==> config.mk <==
export PLATFORM = sky130hd
export DESIGN_NAME = nv_wiper_sequencer
export DESIGN_NICKNAME = d
export VERILOG_FILES = /design/src/rtl/nvseq_pkg.sv /design/src/rtl/nvseq_pin_sync.sv /design/src/rtl/nvseq_span_timer.sv /design/src/rtl/nvseq_store_array.sv /design/src/rtl/nv_wiper_sequencer.sv
export SDC_FILE = /design/constraint.sdc
export NUM_CORES = 1
export LEC_CHECK = 0
export ABC_CLOCK_PERIOD_IN_PS = 4500
export CAP_MARGIN = 20
export CORE_ASPECT_RATIO = 0.8
export CORE_MARGIN = 8
export CORE_UTILIZATION = 62
export CTS_CLUSTER_SIZE = 24
export DETAILED_ROUTE_END_ITERATION = 8
export PLACE_DENSITY_LB_ADDON = 0.1
export SLEW_MARGIN = 15
export SYNTH_ARGS = -nofsm -noshare
export SYNTH_HDL_FRONTEND = slang
export SYNTH_SLANG_ARGS = --single-unit
==> constraint.sdc <==
create_clock -name clk -period 4.5 [get_ports clk]
set_input_delay 0.675 -clock clk [delete_from_list [all_inputs] [get_ports clk]]
set_output_delay 0.675 -clock clk [all_outputs]
set_load 0.01 [all_outputs]
==> src/rtl/nvseq_pkg.sv <==
package nvseq_pkg;
  typedef enum logic [2:0] {
    OP_NOP           = 3'd0,
    OP_RESTORE_QUIET = 3'd1,
    OP_RESTORE_BUSY  = 3'd2,
    OP_STORE_WIPER   = 3'd3,
    OP_STORE_WORD    = 3'd4,
    OP_READ_WORD     = 3'd5,
    OP_READ_WIPER    = 3'd6,
    OP_WRITE_WIPER   = 3'd7
  } op_e;

  typedef enum logic [2:0] {
    ST_IDLE,
    ST_RESTORE,
    ST_STORE,
    ST_READ,
    ST_PRESET
  } state_e;
endpackage

==> src/rtl/nvseq_pin_sync.sv <==
module nvseq_pin_sync #(
  parameter int STAGES = 2,
  parameter logic RST_VAL = 1'b1
) (
  input  logic clk,
  input  logic rst_n,
  input  logic pin,
  output logic pin_s
);
  logic [STAGES-1:0] chain;

  always_ff @(posedge clk or negedge rst_n) begin
    if (!rst_n) chain <= {STAGES{RST_VAL}};
    else        chain <= {chain[STAGES-2:0], pin};
  end

  assign pin_s = chain[STAGES-1];
endmodule

==> src/rtl/nvseq_span_timer.sv <==
module nvseq_span_timer #(
  parameter int CW = 8
) (
  input  logic          clk,
  input  logic          rst_n,
  input  logic          start,
  input  logic [CW-1:0] limit,
  output logic          done
);
  logic [CW-1:0] cnt;
  logic          active;

  // Comes out of reset running, so the boot refresh is timed too.
  always_ff @(posedge clk or negedge rst_n) begin
    if (!rst_n) begin
      cnt    <= '0;
      active <= 1'b1;
    end else if (start) begin
      cnt    <= '0;
      active <= 1'b1;
    end else if (active) begin
      if (cnt == limit) active <= 1'b0;
      else              cnt    <= cnt + 1'b1;
    end
  end

  assign done = active && (cnt == limit);
endmodule

==> src/rtl/nvseq_store_array.sv <==
module nvseq_store_array #(
  parameter int DATA_W    = 10,
  parameter int ADDR_W    = 4,
  parameter int NUM_WORDS = 16
) (
  input  logic              clk,
  input  logic              rst_n,
  input  logic              we,
  input  logic [ADDR_W-1:0] waddr,
  input  logic [DATA_W-1:0] wdata,
  input  logic [ADDR_W-1:0] raddr,
  output logic [DATA_W-1:0] rdata,
  output logic [DATA_W-1:0] word0
);
  localparam logic [DATA_W-1:0] MIDSCALE = DATA_W'(1) << (DATA_W - 1);

  logic [DATA_W-1:0] words [NUM_WORDS];

  for (genvar i = 0; i < NUM_WORDS; i++) begin : g_word
    localparam logic [DATA_W-1:0] FACTORY = (i == 0) ? MIDSCALE : '0;
    always_ff @(posedge clk or negedge rst_n) begin
      if (!rst_n)                          words[i] <= FACTORY;
      else if (we && int'(waddr) == i)     words[i] <= wdata;
    end
  end

  assign rdata = (int'(raddr) < NUM_WORDS) ? words[raddr] : '0;
  assign word0 = words[0];
endmodule

==> src/rtl/nv_wiper_sequencer.sv <==
module nv_wiper_sequencer
  import nvseq_pkg::*;
#(
  parameter int DATA_W         = 10,
  parameter int ADDR_W         = 4,
  parameter int NUM_WORDS      = 16,
  parameter int STORE_CYCLES   = 2500000,
  parameter int RESTORE_CYCLES = 2
) (
  input  logic              clk,
  input  logic              rst_n,
  input  logic              cmd_valid,
  output logic              cmd_ready,
  input  logic [2:0]        cmd_op,
  input  logic [ADDR_W-1:0] cmd_addr,
  input  logic [DATA_W-1:0] cmd_data,
  output logic              rd_valid,
  input  logic              rd_ready,
  output logic [DATA_W-1:0] rd_data,
  input  logic              preset_n,
  input  logic              wr_lock,
  output logic              busy_n,
  output logic [DATA_W-1:0] wiper,
  output logic              err_wp
);
  localparam logic [DATA_W-1:0] MIDSCALE = DATA_W'(1) << (DATA_W - 1);
  localparam int SPAN = (STORE_CYCLES > RESTORE_CYCLES) ? STORE_CYCLES : RESTORE_CYCLES;
  localparam int CW   = $clog2(SPAN + 1);
  localparam logic [CW-1:0] STORE_LIM   = CW'(STORE_CYCLES - 1);
  localparam logic [CW-1:0] RESTORE_LIM = CW'(RESTORE_CYCLES - 1);

  state_e            state;
  logic              loud_q;
  logic [ADDR_W-1:0] st_addr;
  logic [DATA_W-1:0] st_data;
  logic [DATA_W-1:0] rd_q;
  logic [DATA_W-1:0] wiper_q;
  logic              err_q;
  logic              pre_s;
  logic              accept;
  logic              is_store;
  logic              tmr_start;
  logic              tmr_done;
  logic [CW-1:0]     tmr_limit;
  logic              mem_we;
  logic [DATA_W-1:0] mem_rdata;
  logic [DATA_W-1:0] mem_word0;
  op_e               op;

  assign op        = op_e'(cmd_op);
  assign cmd_ready = (state == ST_IDLE) && pre_s;
  assign accept    = cmd_valid && cmd_ready;
  assign is_store  = (op == OP_STORE_WIPER) || (op == OP_STORE_WORD);

  assign tmr_start = (accept && (op == OP_RESTORE_QUIET || op == OP_RESTORE_BUSY ||
                                 (is_store && !wr_lock)))
                   || (state == ST_PRESET && pre_s);
  assign tmr_limit = (state == ST_STORE) ? STORE_LIM : RESTORE_LIM;
  assign mem_we    = (state == ST_STORE) && tmr_done;

  nvseq_pin_sync #(.STAGES(2), .RST_VAL(1'b1)) u_sync (
    .clk(clk), .rst_n(rst_n), .pin(preset_n), .pin_s(pre_s)
  );

  nvseq_span_timer #(.CW(CW)) u_timer (
    .clk(clk), .rst_n(rst_n), .start(tmr_start), .limit(tmr_limit), .done(tmr_done)
  );

  nvseq_store_array #(.DATA_W(DATA_W), .ADDR_W(ADDR_W), .NUM_WORDS(NUM_WORDS)) u_array (
    .clk(clk), .rst_n(rst_n), .we(mem_we), .waddr(st_addr), .wdata(st_data),
    .raddr(cmd_addr), .rdata(mem_rdata), .word0(mem_word0)
  );

  always_ff @(posedge clk or negedge rst_n) begin
    if (!rst_n) begin
      state   <= ST_RESTORE;
      loud_q  <= 1'b1;
      wiper_q <= MIDSCALE;
      err_q   <= 1'b0;
      rd_q    <= '0;
      st_addr <= '0;
      st_data <= '0;
    end else begin
      unique case (state)
        ST_IDLE: begin
          if (!pre_s) begin
            state   <= ST_PRESET;
            wiper_q <= MIDSCALE;
          end else if (cmd_valid) begin
            unique case (op)
              OP_WRITE_WIPER:   wiper_q <= cmd_data;
              OP_RESTORE_QUIET: begin state <= ST_RESTORE; loud_q <= 1'b0; end
              OP_RESTORE_BUSY:  begin state <= ST_RESTORE; loud_q <= 1'b1; end
              OP_STORE_WIPER, OP_STORE_WORD: begin
                if (wr_lock) err_q <= 1'b1;
                else begin
                  state   <= ST_STORE;
                  st_addr <= (op == OP_STORE_WORD) ? cmd_addr : '0;
                  st_data <= (op == OP_STORE_WORD) ? cmd_data : wiper_q;
                end
              end
              OP_READ_WORD:  begin state <= ST_READ; rd_q <= mem_rdata; end
              OP_READ_WIPER: begin state <= ST_READ; rd_q <= wiper_q; end
              default: ;
            endcase
          end
        end
        ST_RESTORE: if (tmr_done) begin
          wiper_q <= mem_word0;
          state   <= ST_IDLE;
        end
        ST_STORE: if (tmr_done) state <= ST_IDLE;
        ST_READ:  if (rd_ready) state <= ST_IDLE;
        ST_PRESET: begin
          wiper_q <= MIDSCALE;
          if (pre_s) begin
            state  <= ST_RESTORE;
            loud_q <= 1'b1;
          end
        end
        default: state <= ST_IDLE;
      endcase
    end
  end

  assign rd_valid = (state == ST_READ);
  assign rd_data  = rd_q;
  assign wiper    = wiper_q;
  assign err_wp   = err_q;
  assign busy_n   = !((state == ST_STORE) || (state == ST_READ) || (state == ST_PRESET) ||
                      (state == ST_RESTORE && loud_q));
endmodule

==> results of run 1 <==
==> area by class of cell <==
class                      instances  area [um^2]
tap                              225          282
clock inverter                     8          118
timing repair buffer              55          556
fill                            1127         5010
sequential                       224         5610
multi-input combinational        512         4810
inverter                          11         41.3
clock buffer                      33          683
==> registers in the layout, indices dropped and copies added (netlist names), 2 cells and up <==
signal         flops
u_array.word0     10
state              3
u_sync.chain       2
st_data           10
wiper             10
rd_data           10
st_addr            4
u_array.words    150
u_timer.cnt       22
==> layer usage <==
metal | up-vias | wire [um] | share of wire | track usage
met3 | 32 | 1570 | 0.062 | 0.0435
met1 | 3615 | 11600 | 0.46 | 0.348
li1 | 3012 | - | - | -
met5 | - | 0 | 0 | 0
met4 | 0 | 408 | 0.016 | 0.0453
met2 | 206 | 11800 | 0.47 | 0.369
==> cells in the mapped netlist (all sizes together) (2+ instances only) <==
cell,count,area share
mux2,171,0.18
a21oi,27,0.014
buf,16,0.0091
nand3,11,0.0052
dfrtp,217,0.51
nor2b,5,0.0029
dfstp,7,0.017
a22o,9,0.0074
or4b,3,0.0028
and4,6,0.0049
nand3b,3,0.0021
nor4,5,0.0029
nor3,15,0.0080
xnor2,10,0.0082
or4,3,0.0025
or3,11,0.0064
o21ai,29,0.014
or3b,3,0.0027
inv,11,0.0039
xor2,2,0.0016
and3,4,0.0023
nor2,42,0.015
clkbuf,34,0.012
nand2,36,0.014
mux4,40,0.084
nand4,18,0.019
and2,8,0.0047
a221oi,9,0.0074
mux2i,30,0.028
==> kinds of logic (layout without fill, tap and decap cells) <==
group / Yosys count / count (layout) / synth area share
buffers and inverters: 61 / 107 / 0.0251
XOR/XNOR: 12 / 12 / 0.00984
flip-flops: 224 / 224 / 0.525
AO/OA/AOI/OAI: 82 / 82 / 0.0486
adder cells (fa/ha/maj): 1 / 1 / 0.00117
AND/OR/NAND/NOR: 176 / 176 / 0.0973
multiplexers: 241 / 241 / 0.293
==> final timing paths <==
| path | end | slack, ps | cells past startpoint |
|---|---|---|---|
| min in group clk | u_sync.chain[1] | 360 | 0 |
| setup reg to reg | u_array.words[59] | 1270 | 5 |
| setup / recovery | u_array.words[59] | 1270 | 5 |
| max in group asynchronous | u_array.word0[8] | 3150 | 2 |
| hold reg to reg | u_sync.chain[1] | 360 | 0 |
| hold / removal | u_timer.cnt[9] | 300 | 1 |
==> worst reg2reg max path: cells and delay by family, from the launching register on <==
kind             cells  cell delay (ps)
and+or+nand+nor      4             2180
DFF                  1              520
muxes                1              410
==> metrics by stage <==
step,instances,hold slack (ps),util
finish,1068,296,0.707
CTS,1066,358,0.705
floorplan,797,345,-
detailed placement,1025,352,0.658
global route,1068,364,0.707
global placement,1025,348,0.658
==> report_power, final <==
group          internal [mW]  switching, mW  leakage [nW]
clock                   1.22          0.776         0.395
combinational          0.434          0.509          2.25
sequential              2.18          0.329          3.07
total                   3.83           1.61          5.72
==> metrics.yaml, run 1 <==
run_status:
  status: "finished clean"
floorplan:
  pin_count: 47
  rows: 43
  die_width_um: 163
  die_area_um2: 21700
  die_h_um: 133
  initial_core_util: 0.625
  core_area_um2: 17100
worst_setup_path:
  critPathMaxFanout: 10
  max_stage_delay_ps: 630
  cp.buffers_inverters: 0
  cp.required_ps: 4880
  cp_cell_sequence: "or3b_4, or4_4, nor3_1, and2_1, mux2_2"
  crit_arrival_ps: 3610
  criticalPathCategory: "flip-flop to flip-flop"
  slowest_stage: "and2_1"
  critPathLaunchType: "flip-flop"
  reg2reg_from: "state[1]"
  path_delay_family: "simple AND/OR/NAND/NOR gates"
  critPathCaptureType: "flip-flop"
  cp-startpoint: "state[1]"
synth:
  synth_nets: 821
  avgSynthCellArea_um2: 13.4
  synth_cells: 797
  ys_warn_count: 0
  synthesis.area_um2: 10700
  yosys_most_used_dff: "dfrtp_1"
  yosysSeqAreaShare: 0.525
  synth_cell_types: 56
  ys_ff_latch: 224
  synth_edf_count: 0
  synthArstFlopShare: 1.00
global_route:
  grt_pass1_wl_mm: 40.6
  grt_start_max_net_pins: 145
  grtUsageTotal: 0.238
  grt_remaining_overflow: 0
  antenna_found_initial: 0
  grt_pass1_vias: 6984
detailed_routing:
  via_count: 6865
  antenna_left: 0
  drc: 0
  routed_via_density: 6.43
  routed_wl_mm: 25.4
  drt_iter0_markers: 536
  dr.pass1.iters: 5
  wl_per_cell_um: 23.8
timing:
  setup_viol: 0
  period_needed_ps: 3230
  clock.fmax_mhz: 309
  tightest_slew_ps: 1080
  fin_tns_setup_ps: 0
  slew_viol_final: 0
  fin_crit_sh: 0.718
  hold_violations: 0
  worst_slack_ps: 1270
  rsz0062_at_grt: "false"
  clock_skew_ps: 14.4
  slew_headroom: 0.277
clock_tree:
  postCtsHoldBufs: 0
  cts_tree: "yes"
  cts_buffer_depth: 3
  ctsResizeCount: 0
  postCtsSetupBuffers: 0
  numCtsBuffers: 23
  htreeDepth: 1
  numClockSinks: 224
  cts-root-buf: "clkbuf_16"
  clk_latency_ps: 510
  path_clk_slew_ps: 70
cells_and_area:
  fin_area_um2: 12100
  drive_gt1_frac: 0.346
  nNetsFinal: 851
  final_common_cell: "dfrtp_1"
  final_cell_mix: "dfrtp_1, mux2_2, clkdlybuf4s50_1, nor2_1, mux4_2"
  num_antenna_cells: 0
  syn_to_final_growth_pct: 13.2
power:
  design_power_total_mw: 5.45
  p_per_area_nw_per_um2: 450
  irDropWorstVdd_uv: 368
  p_leak_nw: 5.72
place:
  pre_cts_slack_ps: 902
  port_buffers: 46
  gp_congestion: 0.871
  placed_area_um2: 11300
  hpwl_mm: 16.5
worst_hold_path:
  hp-class: "primary input to async pin"
job:
  drv_cap: 0
No activity file was read; power rests on OpenSTA's default activity.
==> run 2, diff against run 1 <==
--- a/config.mk
+++ b/config.mk
@@ -5,11 +5,11 @@
 export SDC_FILE = /design/constraint.sdc
 export NUM_CORES = 1
 export LEC_CHECK = 0
-export ABC_CLOCK_PERIOD_IN_PS = 4500
+export ABC_CLOCK_PERIOD_IN_PS = 3000
 export CAP_MARGIN = 20
 export CORE_ASPECT_RATIO = 0.8
 export CORE_MARGIN = 8
-export CORE_UTILIZATION = 62
+export CORE_UTILIZATION = 61
 export CTS_CLUSTER_SIZE = 24
 export DETAILED_ROUTE_END_ITERATION = 8
 export PLACE_DENSITY_LB_ADDON = 0.1
==> constraint.sdc (replaced) <==
create_clock -name clk -period 3 [get_ports clk]
set_input_delay 0.45 -clock clk [delete_from_list [all_inputs] [get_ports clk]]
set_output_delay 0.45 -clock clk [all_outputs]
set_load 0.01 [all_outputs]
==> run 2 against run 1 <==
Final cell count is 1.7% higher. Sequential cell count stayed put. Die area is 1.5% higher. Critical path type unchanged. Core utilization is 0.10 points higher.
==> metrics.yaml, run 2 (synthesis results as in run 1) <==
clock_tree:
  clk_latency_ps: 500
  ctsResizeCount: 0
  cts_tree: "yes"
  numClockSinks: 224
  cts-root-buf: "clkbuf_16"
  postCtsHoldBufs: 1
  htreeDepth: 1
  path_clk_slew_ps: 60
  numCtsBuffers: 22
  postCtsSetupBuffers: 0
  cts_buffer_depth: 3
detailed_routing:
  drc: 0
  routed_via_density: 6.38
  via_count: 6924
  wl_per_cell_um: 23.0
  drt_iter0_markers: 463
  dr.pass1.iters: 5
  routed_wl_mm: 25.0
  antenna_left: 0
floorplan:
  core_area_um2: 17300
  die_width_um: 164
  pin_count: 47
  die_h_um: 134
  die_area_um2: 22000
  rows: 43
  initial_core_util: 0.619
global_route:
  grt_start_max_net_pins: 73
  grt_pass1_vias: 7275
  antenna_found_initial: 0
  grtUsageTotal: 0.234
  grt_remaining_overflow: 0
  grt_pass1_wl_mm: 40.6
timing:
  fin_hold_ws_ps: 355
  hold_violations: 0
  setup_viol: 0
  clock.fmax_mhz: 367
  tightest_slew_ps: 851
  rsz0062_at_grt: "false"
  slew_viol_final: 0
  fin_crit_sh: 0.908
  clock_skew_ps: 15.9
  worst_slack_ps: 275
  fin_tns_setup_ps: 0
  slew_headroom: 0.432
  period_needed_ps: 2720
worst_hold_path:
  hp-class: "flip-flop to flip-flop"
  hold_start: "u_sync.chain[0]"
place:
  pre_cts_slack_ps: 130
  dpl.cell_count: 1048
  gp_congestion: 0.829
  hpwl_mm: 16.6
  port_buffers: 46
cells_and_area:
  largest-register: "u_array.words"
  syn_to_final_growth_pct: 14.5
  drive_gt1_frac: 0.357
  largest_register_ffs: 150
  final_cells: 1086
  num_antenna_cells: 0
  largest_registers: "u_array.words x150, u_timer.cnt x22"
  final_cell_mix: "dfrtp_1, mux2_2, clkdlybuf4s50_1, nor2_1, mux4_2"
  n_fill_cell: 1169
  nNetsFinal: 872
  final_common_cell: "dfrtp_1"
worst_setup_path:
  critPathLaunchType: "flip-flop"
  cp.buffers_inverters: 1
  critPathCaptureType: "flip-flop"
  crit_arrival_ps: 3100
  path_delay_family: "simple AND/OR/NAND/NOR gates"
  cp.required_ps: 3380
  criticalPathCategory: "flip-flop to flip-flop"
  cp-startpoint: "state[0]"
  max_stage_delay_ps: 590
  cp_cell_sequence: "or3b_4, or4_4, a21oi_4, buf_4, nand4_4, mux2_2"
  critPathMaxFanout: 10
  slowest_stage: "or4_4"
  reg2reg_from: "state[0]"
power:
  p_leak_nw: 5.81
  irDropWorstVdd_uv: 447
  p_per_area_nw_per_um2: 660
job:
  drv_cap: 0
run_status:
  status: "finished clean"
[run 2: report_power, final]
part	total [mW]	switching, mW	internal, mW
Sequential	3.73	0.461	3.27
Clock	2.87	1.12	1.75
Combinational	1.48	0.773	0.706
Total	8.07	2.35	5.72
[run 2: path summary, 6_finish.rpt]
kind / endpoint / slack [ps] / cells past startpoint
worst max-delay path: u_array.words[34] / 280 / 6
worst min-delay path: u_sync.chain[1] / 360 / 0
worst max register to register: u_array.words[34] / 280 / 6
worst min register to register: u_sync.chain[1] / 360 / 0
max in group asynchronous: u_array.words[122] / 1610 / 3
min in group asynchronous: wiper[4] / 490 / 2
[run 2: metrics by stage]
step | util | cell area (um^2) | power, mW
floorplan | - | 10700 | 4.48
global placement | 0.664 | 11500 | 5.18
detailed placement | 0.664 | 11500 | 5.25
CTS | 0.708 | 12200 | 8.12
global route | 0.708 | 12200 | 8.42
finish | 0.708 | 12200 | 8.07
[run 2: layout make-up]
| class | instances | area (um^2) | area share |
|---|---|---|---|
| clock buffers | 31 | 646 | 0.0528 |
| clock inverters | 6 | 105 | 0.00859 |
| inverters | 11 | 41.3 | 0.00338 |
| multi-input cells | 512 | 4800 | 0.393 |
| flip-flops and latches | 224 | 5610 | 0.459 |
| well taps | 225 | 282 | 0.0230 |
| repair buffers | 77 | 741 | 0.0606 |
[run 2: per-layer routing]
metal,up-vias,global-route usage,share of wire
met5,-,0,0
met4,0,0.0489,0.016
met3,35,0.0325,0.047
met2,184,0.375,0.48
met1,3658,0.335,0.46
li1,3047,-,-
